[src/rtl/burst_cmd_pkg.sv]
package burst_cmd_pkg;
  localparam int CMD_W = 4;

  typedef enum logic [CMD_W-1:0] {
    CMD_READ    = 4'h6,
    CMD_WRITE   = 4'h7,
    CMD_RD_MULT = 4'hC,
    CMD_RD_LINE = 4'hE,
    CMD_WR_INV  = 4'hF
  } busCmd_e;

  typedef struct packed {
    logic wrCline;
    logic wrLat;
  } cfgStrb_t;
endpackage

[src/rtl/burst_cmd_ctrl.sv]
module burst_cmd_ctrl
  import burst_cmd_pkg::*;
(
  input  logic     clk,
  input  logic     rstN,
  input  logic     cfgWrEn,
  input  logic     cfgSel,
  output cfgStrb_t strb
);
  always_comb begin
    strb.wrCline = cfgWrEn && !cfgSel;
    strb.wrLat   = cfgWrEn &&  cfgSel;
  end

  // at most one register is updated per cycle
  a_r10_one_strobe: assert property (@(posedge clk) disable iff (!rstN)
    $onehot0({strb.wrCline, strb.wrLat}));

  // no register update without the write enable
  a_r2_strobe_needs_en: assert property (@(posedge clk) disable iff (!rstN)
    (strb.wrCline || strb.wrLat) |-> cfgWrEn);
endmodule

[src/rtl/burst_cmd_dp.sv]
module burst_cmd_dp
  import burst_cmd_pkg::*;
#(
  parameter int WC_W  = 12,
  parameter int REG_W = 8
)(
  input  logic             clk,
  input  logic             rstN,
  input  cfgStrb_t         strb,
  input  logic [REG_W-1:0] cfgWrData,
  input  logic             cfgRdSel,
  input  logic [WC_W-1:0]  wordCount,
  input  logic             isWrite,
  output logic [REG_W-1:0] cfgRdData,
  output busCmd_e          busCmd,
  output logic             burstEn
);
  localparam int LAT_RO = 2;
  localparam int CMP_W  = ((WC_W > REG_W + 1) ? WC_W : REG_W + 1) + 1;

  logic [REG_W-1:0] clineQ, latQ;
  logic [CMP_W-1:0] wcExt, oneLine, twoLine, remW;
  logic             wholeLines;

  always_ff @(posedge clk) begin
    if (!rstN) begin
      clineQ <= '0;
      latQ   <= '0;
    end else begin
      if (strb.wrCline) clineQ <= cfgWrData;
      if (strb.wrLat)   latQ   <= {cfgWrData[REG_W-1:LAT_RO], LAT_RO'(0)};
    end
  end

  always_comb begin
    wcExt      = CMP_W'(wordCount);
    oneLine    = CMP_W'(clineQ);
    twoLine    = oneLine << 1;
    remW       = (clineQ == '0) ? '0 : (wcExt % oneLine);
    wholeLines = (clineQ != '0) && (wordCount != '0) && (remW == '0);
    if (isWrite)
      busCmd = wholeLines ? CMD_WR_INV : CMD_WRITE;
    else if (clineQ == '0 || wcExt < oneLine)
      busCmd = CMD_READ;
    else if (wcExt < twoLine)
      busCmd = CMD_RD_LINE;
    else
      busCmd = CMD_RD_MULT;
  end

  assign burstEn   = (latQ != '0);
  assign cfgRdData = cfgRdSel ? latQ : clineQ;

  // a line size write lands intact on the next cycle
  a_r2_cline_load: assert property (@(posedge clk) disable iff (!rstN)
    strb.wrCline |=> (clineQ == $past(cfgWrData)));

  // low latency bits never read back as set
  a_r3_lat_low_zero: assert property (@(posedge clk) disable iff (!rstN)
    cfgRdSel |-> (cfgRdData[LAT_RO-1:0] == '0));

  // bursting can only switch on after a latency write
  a_r4_burst_rise: assert property (@(posedge clk) disable iff (!rstN)
    $rose(burstEn) |-> $past(strb.wrLat));

  // zero line size always yields a plain read
  a_r8_zero_line_read: assert property (@(posedge clk) disable iff (!rstN)
    (!isWrite && clineQ == '0) |-> (busCmd == CMD_READ));

  // invalidating write only for a nonzero write of nonzero lines
  a_r9_wrinv_cond: assert property (@(posedge clk) disable iff (!rstN)
    (busCmd == CMD_WR_INV) |-> (isWrite && clineQ != '0 && wordCount != '0));

  // direction and command family agree
  a_r9_write_family: assert property (@(posedge clk) disable iff (!rstN)
    isWrite |-> (busCmd == CMD_WRITE || busCmd == CMD_WR_INV));
endmodule

[src/rtl/burst_cmd_sel.sv]
module burst_cmd_sel
  import burst_cmd_pkg::*;
#(
  parameter int WC_W  = 12,
  parameter int REG_W = 8
)(
  input  logic             clk,
  input  logic             rstN,
  input  logic [WC_W-1:0]  wordCount,
  input  logic             isWrite,
  input  logic             cfgWrEn,
  input  logic             cfgSel,
  input  logic [REG_W-1:0] cfgWrData,
  input  logic             cfgRdSel,
  output logic [REG_W-1:0] cfgRdData,
  output logic [CMD_W-1:0] busCmd,
  output logic             burstEn
);
  cfgStrb_t strb;
  busCmd_e  cmdSel;

  burst_cmd_ctrl u_ctrl (
    .clk     (clk),
    .rstN    (rstN),
    .cfgWrEn (cfgWrEn),
    .cfgSel  (cfgSel),
    .strb    (strb)
  );

  burst_cmd_dp #(.WC_W(WC_W), .REG_W(REG_W)) u_dp (
    .clk       (clk),
    .rstN      (rstN),
    .strb      (strb),
    .cfgWrData (cfgWrData),
    .cfgRdSel  (cfgRdSel),
    .wordCount (wordCount),
    .isWrite   (isWrite),
    .cfgRdData (cfgRdData),
    .busCmd    (cmdSel),
    .burstEn   (burstEn)
  );

  assign busCmd = cmdSel;
endmodule

[config.mk]
export PLATFORM = sky130hd
export DESIGN_NAME = burst_cmd_sel
export DESIGN_NICKNAME = d
export VERILOG_FILES = /design/src/rtl/burst_cmd_pkg.sv /design/src/rtl/burst_cmd_ctrl.sv /design/src/rtl/burst_cmd_dp.sv /design/src/rtl/burst_cmd_sel.sv
export SDC_FILE = /design/constraint.sdc
export NUM_CORES = 1
export LEC_CHECK = 0
export BUFFER_PORTS_ARGS = -buffer_cell sky130_fd_sc_hd__buf_2
export CAP_MARGIN = 20
export CORE_ASPECT_RATIO = 0.6
export CORE_MARGIN = 10
export CORE_UTILIZATION = 35
export DETAILED_ROUTE_END_ITERATION = 6
export GPL_TIMING_DRIVEN = 0
export PLACE_DENSITY_LB_ADDON = 0.1
export SYNTH_ARGS = -nofsm -noshare
export SYNTH_HDL_FRONTEND = slang
export SYNTH_SLANG_ARGS = --single-unit
[constraint.sdc]
create_clock -name clk -period 25 [get_ports clk]
set_clock_uncertainty 0.2 [all_clocks]
set_input_delay 2.5 -clock clk [delete_from_list [all_inputs] [get_ports clk]]
set_output_delay 2.5 -clock clk [all_outputs]
set_load 0.01 [all_outputs]
==> impl_metrics.py <==
metrics = {
    "clocking": {
        "cts_root_buf": "clkbuf_16",
        "cts_tree": "yes",
        "path_clk_slew_ps": 40,
        "h-tree-depth": 1,
        "hold_buffers": 0,
        "clkLatencyLatePin_ps": 240,
        "cts_buffer_depth": 2,
        "cts_made_buffers": 3,
        "cts.sink_count": 14,
    },
    "global_routing": {
        "grt_usage": 0.168,
        "grt_pass1_wl_um": 28400,
        "grt_pass1_vias": 5501,
        "grt_max_degree": 18,
        "overflow": 0,
        "antenna_found_initial": 0,
    },
    "floorplanning": {
        "dieHeight_um": 115,
        "core.rowCount": 34,
        "ioPinCount": 39,
        "dieArea_sq_mm": 0.0207,
        "initial_utilization": 0.362,
        "die_w_um": 179,
        "core_area_sq_mm": 0.0147,
    },
    "sta": {
        "hold_violations": 0,
        "worstMarginPinSlew_ps": 1100,
        "finalSetupViolCount": 0,
        "relSlewSlack": 0.263,
        "fmax_mhz": 41.3,
        "period_share": 0.969,
        "slew_violations": 0,
        "period_needed_ps": 24230,
    },
    "finish": {
        "design_area_sq_mm": 0.00742,
        "final_cell_count_no_fill": 1042,
        "antenna_cells": 0,
        "finalNetCount": 963,
        "drive_above_1_share": 0.345,
        "syn_to_final_growth_pct": 39.6,
    },
    "critical_path": {
        "reg2reg_depth": 4,
        "path_buf_inv": 8,
        "r2r-end": "u_dp.clineQ[3]",
        "required_ps": 22300,
        "r2r_slack_ps": 23180,
        "setup.worst_path.end_class": "output port",
        "reg2reg_from": "u_dp.clineQ[3]",
        "crit_path_frequent_cell": "ha_4",
        "crit_family": "compound AO/OA/AOI/OAI gates",
        "path_class": "in2out",
        "cpPeakStageDelay_ps": 450,
        "critPathSlowestCell": "or3b_4",
        "cp_data_arrival_time_ps": 21530,
        "crit_fanout": 8,
        "cp-start-kind": "input pin",
    },
    "yosys": {
        "netlist_area_sq_mm": 0.00531,
        "postSynthCellCount": 726,
        "post-synth-top-area-cell": "ha_1",
        "dominantRegCellSynth": "dfxtp_1",
        "syn-num-nets": 843,
        "synth_edf_count": 0,
        "ys_types": 85,
        "synth_warnings": 0,
        "synth_top_area_share": 0.212,
        "yosys-top-cells-count": "90 x ha_1, 71 x nor2_1, 61 x nand2_1, 53 x a21oi_1, 30 x inv_1",
        "synth.area.top_cells": "ha_1 21%, dfxtp_1 5.3%, nor2_1 5.0%",
        "synth_seq_cells": 14,
        "synth.avg_cell_area_sq_um": 7.32,
        "yosysMostFrequentCell": "ha_1",
        "seq_area_frac_synth": 0.0528,
        "async_flop_share": 0,
    },
    "route": {
        "drtPass1Iterations": 5,
        "drt-initial-drc-count": 486,
        "drc": 0,
        "dr_total_vias": 5974,
        "drtAntennaViolNets": 0,
        "wl_per_cell_um": 18.1,
        "wl_um": 18900,
        "post_drt_via_cell_ratio": 5.73,
    },
    "status": {
        "status": "completed",
    },
    "placement": {
        "dpl-instance-area_sq_mm": 0.00574,
        "gp_congestion": 0.851,
        "placed_cells_incl_taps": 959,
        "dp_hpwl_um": 13700,
        "port_buffers": 35,
    },
    "hold_path": {
        "min-delay-start": "u_dp.latQ[2]",
        "min_path_type": "reg2reg",
        "holdPathEnd": "u_dp.latQ[2]",
        "whs_path_depth": 2,
    },
    "flow_run": {
        "max_cap_violations": 0,
    },
}
[layer usage]
layer  vias up  share of wire  track usage  wire, um
met2       150           0.41        0.247      7680
li1       2964              -            -         -
met4         0         0.0086       0.0170       163
met5         -              0            0         0
met3        20          0.049       0.0263       920
met1      2840           0.53        0.256     10100
[timing repair]
item | 4_1_cts | 5_1_grt
buffers inserted | 41 | 45
endpoints found under the setup margin | 1 | 1
pin swaps | 35 | 84
resized for setup | 95 | 87
[how the worst max path moves through the flow]
stage | from | to | slack (ps) | cells after the start
after global routing | wordCount[11] | busCmd[3] | -210 | 99
final | wordCount[11] | busCmd[3] | 770 | 100
after global placement | wordCount[11] | busCmd[3] | -4290 | 96
after floorplan | wordCount[11] | busCmd[3] | 80 | 99
after CTS | wordCount[11] | busCmd[3] | 4 | 97
after detailed placement | wordCount[11] | busCmd[3] | -4650 | 96
[stage by stage]
stage | worst slack (ps) | utilization | TNS (ps) | hold WS (ps)
2_1_floorplan | 78.8 | - | 0 | 256
3_3_place_gp | -4290 | 0.391 | -4290 | 280
3_5_place_dp | -4650 | 0.391 | -4650 | 281
4_1_cts | 4.21 | 0.448 | 0 | 288
5_1_grt | -211 | 0.505 | -211 | 316
6_report | 768 | 0.505 | 0 | 284
[layout make-up]
type	count	area (sq um)
tap	198	248
sequential	14	280
fill	1424	7260
clock buffer	3	75.1
multi-input combinational	655	5740
inverter	31	116
buffer	19	104
timing repair buffer	122	853
[flip-flops by register name (all words and copies together) (netlist names)]
| name | cells |
|---|---|
| u_dp.latQ | 6 |
| u_dp.clineQ | 8 |
[logic make-up (layout without fill, tap and decap cells)]
logic type,Yosys count,in the layout,synth area share
buffers and inverters,57,175,0.0438
XOR/XNOR,35,35,0.0577
multiplexers,38,38,0.0810
flip-flops,14,14,0.0528
AND/OR/NAND/NOR,272,272,0.259
AO/OA/AOI/OAI,216,216,0.287
other,2,2,0.00141
adder cells (fa/ha/maj),92,92,0.218
[placed cells by master (no fill, tap or decap), types with 17 or more instances in the layout]
master and count:
nand2_1 54, a21o_1 17, o21a_1 20, xnor2_1 22, ha_4 24, buf_2 35
nor2b_1 20, o21ai_0 19, nor2_1 66, ha_1 64, mux2_2 18, a21oi_1 35
buf_4 83, inv_1 28, nor3_1 26
[worst min-delay path: cells and delay by family, from the launching register on]
kind / cells / cell delay (ps)
AOI/OAI and AO/OA: 1 / 70
DFF: 1 / 310
and+or+nand+nor: 1 / 50
Power is not shown: default switching activity piles up to over one toggle a cycle in this logic, so the estimate is an artifact.
